<file path="src/rtl/sst_pkg.sv">
package sst_pkg;

  localparam int ADDR_W = 3;

  localparam logic [ADDR_W-1:0] ADDR_CTRL     = 3'd0;
  localparam logic [ADDR_W-1:0] ADDR_CONST    = 3'd1;
  localparam logic [ADDR_W-1:0] ADDR_INTERVAL = 3'd2;
  localparam logic [ADDR_W-1:0] ADDR_SIG      = 3'd3;
  localparam logic [ADDR_W-1:0] ADDR_STATUS   = 3'd4;

  typedef enum logic [1:0] {
    PAT_LFSR     = 2'd0,
    PAT_CONST    = 2'd1,
    PAT_RAMP     = 2'd2,
    PAT_LFSR_ALT = 2'd3
  } patMode_e;

  // Strobes from control to datapath
  typedef struct packed {
    logic cfgRestart;
    logic timerSync;
    logic patRestart;
  } strobes_t;

endpackage

</file>
<file path="src/rtl/sst_ctrl.sv">
module sst_ctrl
  import sst_pkg::*;
#(
  parameter int PORTS    = 4,
  parameter int DATA_W   = 16,
  parameter int TIMER_W  = 16,
  parameter int REG_W    = 32,
  parameter int STABLE_N = 4
) (
  input  logic                         clk,
  input  logic                         rstN,
  input  logic                         regWe,
  input  logic [ADDR_W-1:0]            regAddr,
  input  logic [REG_W-1:0]             regWdata,
  input  logic                         extSync,
  output patMode_e                     modeSel,
  output logic [PORTS-1:0]             portSel,
  output logic [DATA_W-1:0]            constVal,
  output logic [TIMER_W-1:0]           intervalVal,
  output logic [4+PORTS-1:0]           ctrlWord,
  output logic                         runOn,
  output logic                         stableFlag,
  output logic [$clog2(STABLE_N+1)-1:0] doneCnt,
  output strobes_t                     strobes
);

  localparam int CTRL_W = 4 + PORTS;
  localparam int CNT_W  = $clog2(STABLE_N + 1);
  localparam int MAX_A  = (CTRL_W > DATA_W) ? CTRL_W : DATA_W;
  localparam int USED_W = (MAX_A > TIMER_W) ? MAX_A : TIMER_W;

  logic               cfgWr;
  logic               syncSrcExt;
  logic               timerHit;
  logic [TIMER_W-1:0] timerQ;
  logic               unusedWdataHi;

  assign unusedWdataHi = ^regWdata[REG_W-1:USED_W];

  assign modeSel    = patMode_e'(ctrlWord[1:0]);
  assign syncSrcExt = ctrlWord[2];
  assign runOn      = ctrlWord[3];
  assign portSel    = ctrlWord[4 +: PORTS];

  assign cfgWr    = regWe && (regAddr <= ADDR_INTERVAL);
  assign timerHit = runOn && (timerQ == intervalVal);

  assign strobes.cfgRestart = cfgWr;
  assign strobes.timerSync  = timerHit;
  assign strobes.patRestart = cfgWr || (syncSrcExt ? extSync : timerHit);

  assign stableFlag = (doneCnt == CNT_W'(STABLE_N));

  always_ff @(posedge clk) begin
    if (!rstN) begin
      ctrlWord    <= '0;
      constVal    <= '0;
      intervalVal <= '0;
      timerQ      <= '0;
      doneCnt     <= '0;
    end else begin
      if (cfgWr && regAddr == ADDR_CTRL)     ctrlWord    <= regWdata[CTRL_W-1:0];
      if (cfgWr && regAddr == ADDR_CONST)    constVal    <= regWdata[DATA_W-1:0];
      if (cfgWr && regAddr == ADDR_INTERVAL) intervalVal <= regWdata[TIMER_W-1:0];

      if (cfgWr || !runOn || timerHit) timerQ <= '0;
      else                             timerQ <= timerQ + 1'b1;

      if (cfgWr)                                          doneCnt <= '0;
      else if (timerHit && doneCnt < CNT_W'(STABLE_N))    doneCnt <= doneCnt + 1'b1;
    end
  end

endmodule

</file>
<file path="src/rtl/sst_dp.sv">
module sst_dp
  import sst_pkg::*;
#(
  parameter int                      PORTS     = 4,
  parameter int                      DATA_W    = 16,
  parameter logic [DATA_W-1:0]       LFSR_MASK = 16'hB400,
  parameter logic [DATA_W-1:0]       LFSR_SEED = 16'hACE1,
  parameter logic [2*DATA_W-1:0]     MISR_POLY = 32'h04C11DB7
) (
  input  logic                    clk,
  input  logic                    rstN,
  input  strobes_t                strobes,
  input  patMode_e                modeSel,
  input  logic [PORTS-1:0]        portSel,
  input  logic [DATA_W-1:0]       constVal,
  input  logic [PORTS*DATA_W-1:0] liveData,
  input  logic                    liveValid,
  output logic [DATA_W-1:0]       dataI,
  output logic [DATA_W-1:0]       dataQ,
  output logic                    dataValid,
  output logic [2*DATA_W-1:0]     sigCapture
);

  localparam int SIG_W = 2 * DATA_W;

  logic [DATA_W-1:0] lfsrQ, rampQ, diagVal, sumI, sumQ;
  logic [DATA_W-1:0] portVal [PORTS];
  logic [SIG_W-1:0]  misrQ, misrStep;

  // Diagnostic source
  always_comb begin
    case (modeSel)
      PAT_CONST: diagVal = constVal;
      PAT_RAMP:  diagVal = rampQ;
      default:   diagVal = lfsrQ;
    endcase
  end

  always_ff @(posedge clk) begin
    if (!rstN) begin
      lfsrQ <= LFSR_SEED;
      rampQ <= '0;
    end else if (strobes.patRestart) begin
      lfsrQ <= LFSR_SEED;
      rampQ <= '0;
    end else if (liveValid) begin
      lfsrQ <= {lfsrQ[DATA_W-2:0], ^(lfsrQ & LFSR_MASK)};
      rampQ <= rampQ + 1'b1;
    end
  end

  // Per-port input select
  for (genvar k = 0; k < PORTS; k++) begin : gPortMux
    assign portVal[k] = portSel[k] ? diagVal : liveData[k*DATA_W +: DATA_W];
  end

  // Placeholder datapath: even ports to I, odd ports to Q
  always_comb begin
    sumI = '0;
    sumQ = '0;
    for (int k = 0; k < PORTS; k++) begin
      if (k % 2 == 0) sumI = sumI + portVal[k];
      else            sumQ = sumQ + portVal[k];
    end
  end

  always_ff @(posedge clk) begin
    if (!rstN) begin
      dataI     <= '0;
      dataQ     <= '0;
      dataValid <= 1'b0;
    end else begin
      dataI     <= sumI;
      dataQ     <= sumQ;
      dataValid <= liveValid;
    end
  end

  // Signature compaction
  always_comb begin
    misrStep = misrQ;
    if (dataValid)
      misrStep = {misrQ[SIG_W-2:0], 1'b0} ^ (misrQ[SIG_W-1] ? MISR_POLY : '0) ^ {dataI, dataQ};
  end

  always_ff @(posedge clk) begin
    if (!rstN) begin
      misrQ      <= '0;
      sigCapture <= '0;
    end else begin
      misrQ <= (strobes.cfgRestart || strobes.timerSync) ? '0 : misrStep;
      if (strobes.timerSync) sigCapture <= misrStep;
    end
  end

endmodule

</file>
<file path="src/rtl/sst_top.sv">
module sst_top
  import sst_pkg::*;
#(
  parameter int PORTS   = 4,
  parameter int DATA_W  = 16,
  parameter int TIMER_W = 16
) (
  input  logic                    clk,
  input  logic                    rstN,
  input  logic                    regWe,
  input  logic [ADDR_W-1:0]       regAddr,
  input  logic [2*DATA_W-1:0]     regWdata,
  output logic [2*DATA_W-1:0]     regRdata,
  input  logic                    extSync,
  input  logic [PORTS*DATA_W-1:0] liveData,
  input  logic                    liveValid,
  output logic [DATA_W-1:0]       dataI,
  output logic [DATA_W-1:0]       dataQ,
  output logic                    dataValid,
  output logic                    syncOut
);

  localparam int REG_W    = 2 * DATA_W;
  localparam int CTRL_W   = 4 + PORTS;
  localparam int STABLE_N = 4;
  localparam int CNT_W    = $clog2(STABLE_N + 1);

  patMode_e           modeSel;
  logic [PORTS-1:0]   portSel;
  logic [DATA_W-1:0]  constVal;
  logic [TIMER_W-1:0] intervalVal;
  logic [CTRL_W-1:0]  ctrlWord;
  logic               runOn;
  logic               stableFlag;
  logic [CNT_W-1:0]   doneCnt;
  strobes_t           strobes;
  logic [REG_W-1:0]   sigCapture;

  sst_ctrl #(
    .PORTS(PORTS), .DATA_W(DATA_W), .TIMER_W(TIMER_W), .REG_W(REG_W), .STABLE_N(STABLE_N)
  ) u_ctrl (
    .clk, .rstN, .regWe, .regAddr, .regWdata, .extSync,
    .modeSel, .portSel, .constVal, .intervalVal, .ctrlWord,
    .runOn, .stableFlag, .doneCnt, .strobes
  );

  sst_dp #(
    .PORTS(PORTS), .DATA_W(DATA_W)
  ) u_dp (
    .clk, .rstN, .strobes, .modeSel, .portSel, .constVal,
    .liveData, .liveValid, .dataI, .dataQ, .dataValid, .sigCapture
  );

  assign syncOut = strobes.timerSync;

  always_comb begin
    regRdata = '0;
    case (regAddr)
      ADDR_CTRL:     regRdata[CTRL_W-1:0]  = ctrlWord;
      ADDR_CONST:    regRdata[DATA_W-1:0]  = constVal;
      ADDR_INTERVAL: regRdata[TIMER_W-1:0] = intervalVal;
      ADDR_SIG:      regRdata              = sigCapture;
      ADDR_STATUS:   regRdata[CNT_W:0]     = {doneCnt, stableFlag};
      default:       regRdata              = '0;
    endcase
  end

endmodule

</file>
<file path="config.mk">
export PLATFORM = sky130hd
export DESIGN_NAME = sst_top
export DESIGN_NICKNAME = d
export VERILOG_FILES = /design/src/rtl/sst_pkg.sv /design/src/rtl/sst_ctrl.sv /design/src/rtl/sst_dp.sv /design/src/rtl/sst_top.sv
export SDC_FILE = /design/constraint.sdc
export NUM_CORES = 1
export LEC_CHECK = 0
export ABC_AREA = 1
export BUFFER_PORTS_ARGS = -buffer_cell sky130_fd_sc_hd__clkbuf_2
export CORE_ASPECT_RATIO = 0.7
export CORE_UTILIZATION = 62
export CTS_BUF_LIST = sky130_fd_sc_hd__clkbuf_16
export DETAILED_ROUTE_END_ITERATION = 8
export GPL_TIMING_DRIVEN = 0
export PLACE_DENSITY_LB_ADDON = 0.15
export REMOVE_ABC_BUFFERS = 1
export SLEW_MARGIN = 15
export SYNTH_ARGS = -nofsm -noshare
export SYNTH_HDL_FRONTEND = slang
export SYNTH_SLANG_ARGS = --single-unit
</file>
<file path="constraint.sdc">
create_clock -name clk -period 5.6 [get_ports clk]
set_input_delay 1.12 -clock clk [delete_from_list [all_inputs] [get_ports clk]]
set_output_delay 1.12 -clock clk [all_outputs]
set_load 0.01 [all_outputs]
</file>
==> results of run 1 <==
==> metal layers <==
layer,vias to the layer above,track usage [%]
met5,-,0
met4,0,11.8
met3,53,8.21
met2,538,49.6
met1,4680,51.8
li1,5128,-
==> layout make-up <==
class / count / area, um2 / area share [%]
multi-input cells: 1105 / 5780 / 49.3
flip-flops and latches: 188 / 3760 / 32.1
repair buffers: 154 / 788 / 6.72
inverters: 135 / 508 / 4.33
clock buffers: 17 / 425 / 3.63
well taps: 225 / 282 / 2.40
clock inverters: 15 / 181 / 1.55
==> power by group through the flow <==
| stage | combinational (mW) | sequential (mW) | clock [mW] |
|---|---|---|---|
| floorplan | 0.411 | 1.50 | 0 |
| global placement | 0.629 | 1.51 | 0 |
| detailed placement | 0.639 | 1.51 | 0 |
| CTS | 0.646 | 1.48 | 1.24 |
| global route | 0.733 | 1.49 | 1.30 |
| finish | 0.657 | 1.48 | 1.24 |
==> worst max-delay path: stages <==
cell      delay (ps)
clkbuf_2          90
inv_1             60
nor2_1            70
nand2_1          520
inv_1            450
a22oi_1          400
o221ai_1         230
clkbuf_2         190
==> through the flow <==
| step | area [um2] | util (%) | hold slack [ps] | cells | power [mW] |
|---|---|---|---|---|---|
| floorplan | 10100 | - | 439 | 1428 | 1.92 |
| global placement | 11100 | 68.1 | 462 | 1806 | 2.14 |
| detailed placement | 11100 | 68.3 | 471 | 1807 | 2.15 |
| CTS | 11700 | 72.0 | 489 | 1839 | 3.37 |
| global route | 11700 | 72.0 | 512 | 1839 | 3.52 |
| finish | 11700 | 72.0 | 485 | 1839 | 3.38 |
==> kinds of logic (layout without fill, tap and decap cells) <==
group | count (synthesis) | in the layout
AO/OA/AOI/OAI | 359 | 359
XOR/XNOR | 68 | 68
adder cells (fa/ha/maj) | 38 | 38
buffers and inverters | 197 | 321
flip-flops | 188 | 188
multiplexers | 22 | 22
AND/OR/NAND/NOR | 618 | 618
==> placed cells by master (no fill, tap or decap), types with 27 or more instances in the layout <==
master	instances
nand2_1	335
nor2_1	197
dfxtp_1	188
o21ai_0	174
clkbuf_2	152
inv_1	126
a21oi_1	118
nand3_1	43
xor2_1	41
ha_1	36
xnor2_1	27
==> how the worst max path moves through the flow <==
stage / start / end / slack, ps / cells after the start
2_1_floorplan: regAddr[1] / regRdata[3] / 2210 / 8
3_3_place_gp: regAddr[1] / regRdata[3] / 1400 / 10
3_5_place_dp: regAddr[1] / regRdata[3] / 1390 / 10
4_1_cts: regAddr[1] / regRdata[3] / 1380 / 10
5_1_grt: regAddr[1] / regRdata[3] / 1140 / 10
6_report: regAddr[1] / regRdata[4] / 1340 / 8
==> state kept, by name, indices dropped and copies added, names as in the netlist <==
register,cells
u_dp.rampQ,16
u_dp.dataValid,1
u_ctrl.ctrlWord,8
u_dp.sigCapture,32
u_ctrl.timerQ,16
u_ctrl.intervalVal,16
u_ctrl.constVal,16
u_dp.dataI,16
u_dp.misrQ,32
u_dp.lfsrQ,16
u_ctrl.doneCnt,3
u_dp.dataQ,16
==> cells in the mapped netlist (2+ instances only) <==
cell type  instances  area [um2]
a21o_1             5        37.5
a21oi_1          118         591
a221o_1           15         150
a22oi_1            5        37.5
and3_1            10        62.6
buf_1              4        15.0
buf_2              8        40.0
buf_4              3        22.5
buf_6              6        67.6
clkbuf_1          41         154
dfxtp_1          188        3760
fa_1               2        40.0
ha_1              36         450
inv_1            127         477
inv_2              6        22.5
mux2i_1           22         220
nand2_1          335        1260
nand2_2            2        12.5
nand2_4            2        22.5
nand3_1           43         215
nand3b_1           3        22.5
nand4_1           10        62.6
nor2_1           197         739
nor3_1             9        45.0
o211ai_1           4        30.0
o21a_1             2        15.0
o21ai_0          174         871
o21ai_1           17        85.1
o221ai_1          11        96.3
o22ai_1            3        18.8
or2_2              2        12.5
xnor2_1           27         236
xor2_1            41         359
==> results.md, run 1 <==
- Synthesized area: 0.0104 mm2
- Die area: 0.0172 mm2
- Port buffer count: 153
- Ys async rst share: 0%
- Clock power frac: 36.6%
- Register area share after synthesis: 36.3%
- # setup viols final: 0
- Worst R2R End: u_dp.dataQ[10]$_SDFF_PN0_
- Crit share post-route: 76.1%
- Reg2reg path depth: 16
- Sequential Power Share: 43.9%
- Post-CTS Repair Setup Buffers: 0
- Vias per cell: 5.65
- First-pass GRT wire length: 46200 um
- # nets final: 1743
- Pre-CTS setup slack: 1390 ps
- Post-DP HPWL: 22200 um
- Synth-to-layout area growth: 13.3%
- Data arrival, critical path: 3140 ps
- Synth warn: 0
- Outcome: finished, final reports clean
- Setup TNS: 0 ps
- Initial DRC Count: 1042
- Worst EP required: 4480 ps
- Syn_area_per_cell: 6.95 um2
- CTS Buffer Depth: 2
- Clock H-tree levels: 4
- Min Tclk post-route: 4260 ps
- Worst skew pair latency: 450 ps
- Mux cell area share after synthesis: 2.13%
- Clock sink count: 188
- Antenna-violating nets left: 0
- Vias in the first global route: 8866
- Row cnt: 39
- Post-Synth XOR/XNOR Area: 5.75%
- CTS buffer count: 17
- Maximum vdd drop: 220 uV
- Final worst setup slack: 1340 ps
- Die Y: 110 um
- ANT cells: 0
- Largest family of logic cells by synthesized area: simple AND/OR/NAND/NOR gates
- Switch Pwr: 1.11 mW
- #FFs+latches synth: 188
- Io pins: 170
- Share of cells above drive strength 1: 12.8%
- Initial antenna violation count: 0
- Cell Int Power: 2.27 mW
- Relative slew slack: 31.9%
- Reg-to-Reg Start: u_ctrl.ctrlWord[0]$_SDFFE_PN0P_
- DR pass1 iterations: 6
- Cells on Worst Hold Path: 2
- DIE WIDTH: 156 um
- Cell variety after synth: 45
- Final wirelength: 29800 um
- Initial core utilization: 63.5%
- FF-to-FF setup slack: 1700 ps
- Core ar.: 0.0163 mm2
- Hold path endpoint: u_dp.sigCapture[31]$_SDFFE_PN0P_
- Switching share of power: 32.9%
- Gr usage total: 35.1%
- Peak Freq: 235 MHz
- Top routing layer used: met4
- Post-synthesis compound-gate area fraction: 19.1%
- Post-synthesis instance total: 1490
- FILL cells: 1419
- DRC violations left: 0
- Met1 Wirelength: 13900 um
- Clk pin slew, worst setup/hold paths: 80 ps
- Routed wl met3: 3100 um
- CTS tree: built
- CTS Hold Buffers Added: 0
- Worst-path maximum fanout: 19
- CTS Root Buffer Type: clkbuf_16
- Combinational share of power: 19.5%
- Post-CTS sizing: 0
- Worst Clk Skew: 16.6 ps
- EDFF count, synth: 0
- Post-synthesis adder-cell area fraction: 4.74%
- Main synth FF type: dfxtp_1
- Met2 wire length: 12100 um
- Vias: 10400
- Power per cell area: 288 mW/mm2
- RSZ-0062 raised after global routing: no
- GP Congestion: 0.941
- Leak: 5.46 nW
- Final hold violation count: 0
- Max-Cap Viols: 0
- CP Launch Type: input pin
- Post-synthesis simple-gate area fraction: 24.1%
- Drt wl/cell: 16.2 um
- Max Transition Viols Final: 0
- Critical path type: input pin to primary output
- Hold Crit Class: flip-flop to flip-flop
- Kind of end point of the critical path: primary output
- Min-delay src: u_dp.sigCapture[31]$_SDFFE_PN0P_
- Grt total ovfl: 0
- Pin count of the biggest net entering global routing: 62
- Slew at the pin with the worst max-slew slack: 1020 ps
No activity file was read; power rests on OpenSTA's default activity.
==> run 2: changes to the inputs <==
--- a/config.mk
+++ b/config.mk
@@ -8,7 +8,7 @@
 export ABC_AREA = 1
 export BUFFER_PORTS_ARGS = -buffer_cell sky130_fd_sc_hd__clkbuf_2
 export CORE_ASPECT_RATIO = 0.7
-export CORE_UTILIZATION = 62
+export CORE_UTILIZATION = 52
 export CTS_BUF_LIST = sky130_fd_sc_hd__clkbuf_16
 export DETAILED_ROUTE_END_ITERATION = 8
 export GPL_TIMING_DRIVEN = 0
==> constraint.sdc (replaced) <==
create_clock -name clk -period 3.6 [get_ports clk]
set_input_delay 0.72 -clock clk [delete_from_list [all_inputs] [get_ports clk]]
set_output_delay 0.72 -clock clk [all_outputs]
set_load 0.01 [all_outputs]
==> run 2 against run 1 <==
Compared with the run above:
- first-iteration DRC count decreased by 11%
- power increased by 59%
- register-to-register slack got worse by 1500 ps
- sequential share of layout area decreased by 0.46 points
- hold slack improved by 1.5 ps
- non-clock buffer count increased by 5
- utilization decreased by 9.9 points
- die area increased by 19%
- flip-flop and latch count unchanged
- via count decreased by 2.0%
- wire length increased by 3.1%
- sequential power increased by 56%
==> results.md, run 2 (same netlist as run 1, synthesis figures left out) <==
- Outcome: finished, final reports clean
- Post-route design area: 0.0119 mm2
- Switch Pwr: 1.81 mW
- Leak: 5.50 nW
- Storage cell area: 0.00376 mm2
- Worst skew pair latency: 440 ps
- Kind of end point of the critical path: primary output
- Vias per cell: 5.41
- Slew at the pin with the worst max-slew slack: 1030 ps
- Drt wl/cell: 16.3 um
- CTS tree: built
- Dpl cell area: 0.0112 mm2
- Maximum vdd drop: 321 uV
- Switching share of power: 33.7%
- Initial core utilization: 54.0%
- Die area: 0.0205 mm2
- Port buffer count: 153
- CTS Buffer Depth: 2
- Worst Clk Skew: 14.0 ps
- Worst R2R End: u_dp.dataQ[9]$_SDFF_PN0_
- Post-DP HPWL: 23000 um
- DR pass1 iterations: 7
- Clk pin slew, worst setup/hold paths: 90 ps
- Vias in the first global route: 8967
- Vias: 10200
- CTS Root Buffer Type: clkbuf_16
- Clock H-tree levels: 4
- Reg2reg path depth: 14
- Initial antenna violation count: 0
- Pin count of the biggest net entering global routing: 77
- ANT cells: 0
- Row cnt: 42
- Worst EP required: 2880 ps
- Final worst setup slack: 215 ps
- First-pass GRT wire length: 48100 um
- CTS Hold Buffers Added: 0
- CTS buffer count: 17
- Multi-input logic area: 0.00581 mm2
- Gr usage total: 30.7%
- Critical path type: input pin to primary output
- Data arrival, critical path: 2660 ps
- Most common cell after layout, fill and taps aside: nand2_1
- Hold path endpoint: u_dp.sigCapture[19]$_SDFFE_PN0P_
- Io pins: 170
- Sequential Power Share: 42.9%
- Final wirelength: 30800 um
- Share of cells above drive strength 1: 13.5%
- Grt total ovfl: 0
- Post-route insts no fill: 1883
- Reg-to-Reg Start: u_ctrl.ctrlWord[0]$_SDFFE_PN0P_
- GP Congestion: 0.921
- Min-delay src: u_dp.sigCapture[19]$_SDFFE_PN0P_
- Combinational share of power: 19.4%
- Cell Int Power: 3.57 mW
- Initial DRC Count: 930
- Max Transition Viols Final: 0
- Clock sink count: 188
- Cells on Worst Hold Path: 2
- CP Launch Type: input pin
- Power Total: 5.38 mW
- Worst-path maximum fanout: 19
- Hold Slack: 487 ps
- RSZ-0062 raised after global routing: no
- Setup TNS: 0 ps
- Pre-CTS setup slack: -277 ps
- DRC violations left: 0
- Core ar.: 0.0192 mm2
- # setup viols final: 0
- DIE WIDTH: 171 um
- Synth-to-layout area growth: 14.9%
- Placed cell count: 1846
- Clock power frac: 37.7%
- Antenna-violating nets left: 0
- # nets final: 1748
- Crit share post-route: 94.0%
- Hold Crit Class: flip-flop to flip-flop
- Biggest regs: u_dp.misrQ (32), u_dp.sigCapture (32)
- Die Y: 120 um
- Final hold violation count: 0
- Max-Cap Viols: 0
- Relative slew slack: 31.2%
- Min Tclk post-route: 3380 ps
- FILL cells: 1852
- Power per cell area: 452 mW/mm2
- Peak Freq: 295 MHz
- FF-to-FF setup slack: 240 ps
- Most frequent cells in the layout: 335 x nand2_1, 196 x nor2_1, 188 x dfxtp_1
- Final Util: 62.0%
==> run 2: area by class of cell <==
type | count | share of cell area, %
Multi-Input combinational cell | 1105 | 48.8
Sequential cell | 188 | 31.6
Timing Repair Buffer | 159 | 7.00
Inverter | 135 | 4.30
Clock buffer | 17 | 3.57
Tap cell | 264 | 2.78
Clock inverter | 15 | 1.88
==> run 2: worst max-delay path: stages <==
cell      delay (ps)
clkbuf_2          90
inv_1             70
nor2_1            70
nand2_1          520
inv_1            440
a22oi_1          350
o221ai_1         210
clkbuf_2         190
==> run 2: worst max path at each step <==
| stage | endpoint | startpoint | slack [ps] | cells past startpoint |
|---|---|---|---|---|
| 2_1_floorplan | u_dp.dataQ[10]$_SDFF_PN0_ | u_ctrl.ctrlWord[0]$_SDFFE_PN0P_ | 760 | 15 |
| 3_3_place_gp | u_dp.dataQ[10]$_SDFF_PN0_ | u_ctrl.ctrlWord[0]$_SDFFE_PN0P_ | -330 | 16 |
| 3_5_place_dp | u_dp.dataQ[10]$_SDFF_PN0_ | u_ctrl.ctrlWord[0]$_SDFFE_PN0P_ | -280 | 16 |
| 4_1_cts | u_dp.dataQ[10]$_SDFF_PN0_ | u_ctrl.ctrlWord[0]$_SDFFE_PN0P_ | 100 | 15 |
| 5_1_grt | u_dp.dataQ[9]$_SDFF_PN0_ | u_ctrl.ctrlWord[0]$_SDFFE_PN0P_ | 6 | 14 |
| 6_report | regRdata[4] | regAddr[1] | 220 | 8 |
==> run 2: power groups by stage <==
stage	Sequential (mW)	Combinational [mW]	Clock (mW)
after global routing	2.32	1.16	2.13
after global placement	2.35	0.994	0
final	2.31	1.04	2.03
after detailed placement	2.35	1.01	0
after CTS	2.30	1.02	2.04
after floorplan	2.34	0.640	0
==> run 2: routing by layer <==
layer  vias to the layer above  share of wire (%)  routed length, um  track usage (%)
met3                        27                8.7               2670             7.19
met4                         0                1.3                385             7.09
li1                       5133                  -                  -                -
met5                         -                  0                  0                0
met2                       369                 40              12200             41.9
met1                      4665                 50              15500             47.5
==> run 2: repair_timing <==
| action | CTS | global route |
|---|---|---|
| resized for setup | 3 | 8 |
| buffers inserted | 5 | 0 |
| setup endpoints to repair | 9 | 12 |
==> run 3: changes to the inputs <==
--- a/config.mk
+++ b/config.mk
@@ -8,7 +8,7 @@
 export ABC_AREA = 1
 export BUFFER_PORTS_ARGS = -buffer_cell sky130_fd_sc_hd__clkbuf_2
 export CORE_ASPECT_RATIO = 0.7
-export CORE_UTILIZATION = 52
+export CORE_UTILIZATION = 51
 export CTS_BUF_LIST = sky130_fd_sc_hd__clkbuf_16
 export DETAILED_ROUTE_END_ITERATION = 8
 export GPL_TIMING_DRIVEN = 0
==> constraint.sdc (replaced) <==
create_clock -name clk -period 3.2 [get_ports clk]
set_input_delay 0.64 -clock clk [delete_from_list [all_inputs] [get_ports clk]]
set_output_delay 0.64 -clock clk [all_outputs]
set_load 0.01 [all_outputs]
==> run 3 against run 2 <==
Compared with the run above:
- count of clock-buffer cells in the layout is the same
- flip-flop and latch count unchanged
- critical path depth grew 9
- via count shrank 1.2%
- power rose by 11%
- sequential power up 13%
- largest power group unchanged
- global-route usage is 1.1 points lower
- register-to-register slack got worse by 120 ps
==> results.md, run 3 (same netlist as run 1, synthesis figures left out) <==
- Worst EP required: 3560 ps
- Max Transition Viols Final: 0
- Worst-path maximum fanout: 8
- Io pins: 170
- Met3 Use GR: 5.51%
- ANT cells: 0
- Post-route insts no fill: 1891
- Combinational share of power: 19.6%
- Initial core utilization: 52.2%
- Critical path type: flip-flop to flip-flop
- Final Util: 60.2%
- Biggest regs: u_dp.misrQ (32), u_dp.sigCapture (32)
- Setup TNS: 0 ps
- Initial DRC Count: 1010
- Placed cell count: 1852
- Outcome: finished, final reports clean
- Reg2reg path depth: 17
- Leak: 5.50 nW
- Die area: 0.0209 mm2
- CTS Root Buffer Type: clkbuf_16
- Cells on Worst Hold Path: 3
- Gr usage total: 29.6%
- Drt wl/cell: 16.3 um
- Hold Crit Class: input pin to flip-flop
- Clock H-tree levels: 4
- Clock sink count: 188
- Share of cells above drive strength 1: 14.1%
- CTS tree: built
- Final wirelength: 30800 um
- Kind of end point of the critical path: flip-flop
- Post-route design area: 0.0119 mm2
- Synth-to-layout area growth: 15.4%
- # setup viols final: 0
- # nets final: 1750
- Row cnt: 43
- Maximum vdd drop: 335 uV
- M2 GR Usage: 40.3%
- Worst skew pair latency: 440 ps
- Final hold violation count: 0
- CTS buffer count: 17
- Most common cell after layout, fill and taps aside: nand2_1
- Max-Cap Viols: 0
- Grt total ovfl: 0
- Power per cell area: 502 mW/mm2
- Clk pin slew, worst setup/hold paths: 80 ps
- Cell Int Power: 4.00 mW
- CP Launch Type: flip-flop
- Worst Clk Skew: 17.1 ps
- DRC violations left: 0
- Die Y: 121 um
- First-pass GRT wire length: 46900 um
- Data arrival, critical path: 3440 ps
- Slew at the pin with the worst max-slew slack: 1070 ps
- Switching share of power: 33.3%
- Dpl cell area: 0.0112 mm2
- Pin count of the biggest net entering global routing: 71
- CTS Hold Buffers Added: 0
- Port buffer count: 153
- Clock power frac: 36.9%
- Most frequent cells in the layout: 334 x nand2_1, 195 x nor2_1, 186 x dfxtp_1
- Peak Freq: 325 MHz
- Sequential Power Share: 43.5%
- DIE WIDTH: 172 um
- Crit share post-route: 96.2%
- Core ar.: 0.0199 mm2
- FILL cells: 1897
- Min Tclk post-route: 3080 ps
- Post-DP HPWL: 23100 um
- GP Congestion: 0.916
- CTS Buffer Depth: 2
- Vias per cell: 5.33
- Vias: 10100
- Antenna-violating nets left: 0
- Grt met1 use: 47.4%
- Switch Pwr: 1.99 mW
- Vias in the first global route: 8556
- GRT Max-Usage Layer: met1
- DR pass1 iterations: 6
- Relative slew slack: 28.6%
- Initial antenna violation count: 0
[run 3: cell types whose count changed in the layout (fill, tap and decap cells not counted), moves of 2 or more]
cell | previous run | this run
o21ai_0 | 171 | 168
buf_4 | 5 | 7
clkinv_8 | 6 | 4
dfxtp_1 | 188 | 186
dfxtp_2 | 0 | 2
ha_1 | 34 | 32
inv_16 | 2 | 0
inv_8 | 1 | 3
o21ai_4 | 0 | 2
[run 3: layout make-up]
type	count	area [um2]	area share [%]
Clock inverter	15	198	1.65
Sequential cell	188	3770	31.5
Timing Repair Buffer	161	848	7.10
Clock buffer	17	425	3.56
Tap cell	270	338	2.83
Multi-Input combinational cell	1105	5860	49.1
Inverter	135	512	4.28
[run 3: layer usage]
| layer | wire length, um | vias up | part of all wire, % |
|---|---|---|---|
| met1 | 16000 | 4554 | 52 |
| met3 | 2290 | 21 | 7.4 |
| met5 | 0 | - | 0 |
| met2 | 12300 | 363 | 40 |
| li1 | - | 5135 | - |
| met4 | 221 | 0 | 0.72 |
[run 3: worst paths after layout]
kind | slack [ps] | from | endpoint
max | 120 | u_ctrl.ctrlWord[0]$_SDFFE_PN0P_ | u_dp.dataQ[10]$_SDFF_PN0_
min | 470 | regWdata[8] | u_ctrl.intervalVal[8]$_SDFFE_PN0P_
max reg2reg | 120 | u_ctrl.ctrlWord[0]$_SDFFE_PN0P_ | u_dp.dataQ[10]$_SDFF_PN0_
min reg2reg | 490 | u_dp.sigCapture[20]$_SDFFE_PN0P_ | u_dp.sigCapture[20]$_SDFFE_PN0P_
[run 3: power groups by stage]
stage	registers (mW)	clock network, mW	logic, mW
after floorplan	2.63	0	0.720
after global placement	2.65	0	1.12
after detailed placement	2.65	0	1.13
after CTS	2.60	2.23	1.15
after global routing	2.61	2.32	1.32
final	2.61	2.21	1.18
[run 3: repair_timing]
item | 4_1_cts | 5_1_grt
pin swaps | 0 | 4
cloned | 0 | 0
setup buffers | 2 | 5
setup endpoints to repair | 30 | 16
gates resized for setup | 10 | 16
[run 3: worst max-delay path: stages (launching register included)]
cell and delay (ps):
dfxtp_2 360, inv_1 100, ha_4 330, clkinvlp_4 100, buf_4 190, o21ai_4 230, o21ai_0 120, ha_2 250
fa_1 410, nand3_1 130, nand3_2 150, nand2_1 90, nand2_1 80, nand2_1 100, o211ai_1 100, nand2_1 80
nand2_1 60, nor2_2 120
[run 3: metrics by stage]
stage	setup slack, ps	total power, mW	hold slack [ps]
after floorplan	363	3.35	439
after global placement	-554	3.77	462
after detailed placement	-603	3.78	471
after CTS	16.8	5.98	464
after global routing	-42.5	6.26	487
final	121	5.99	467
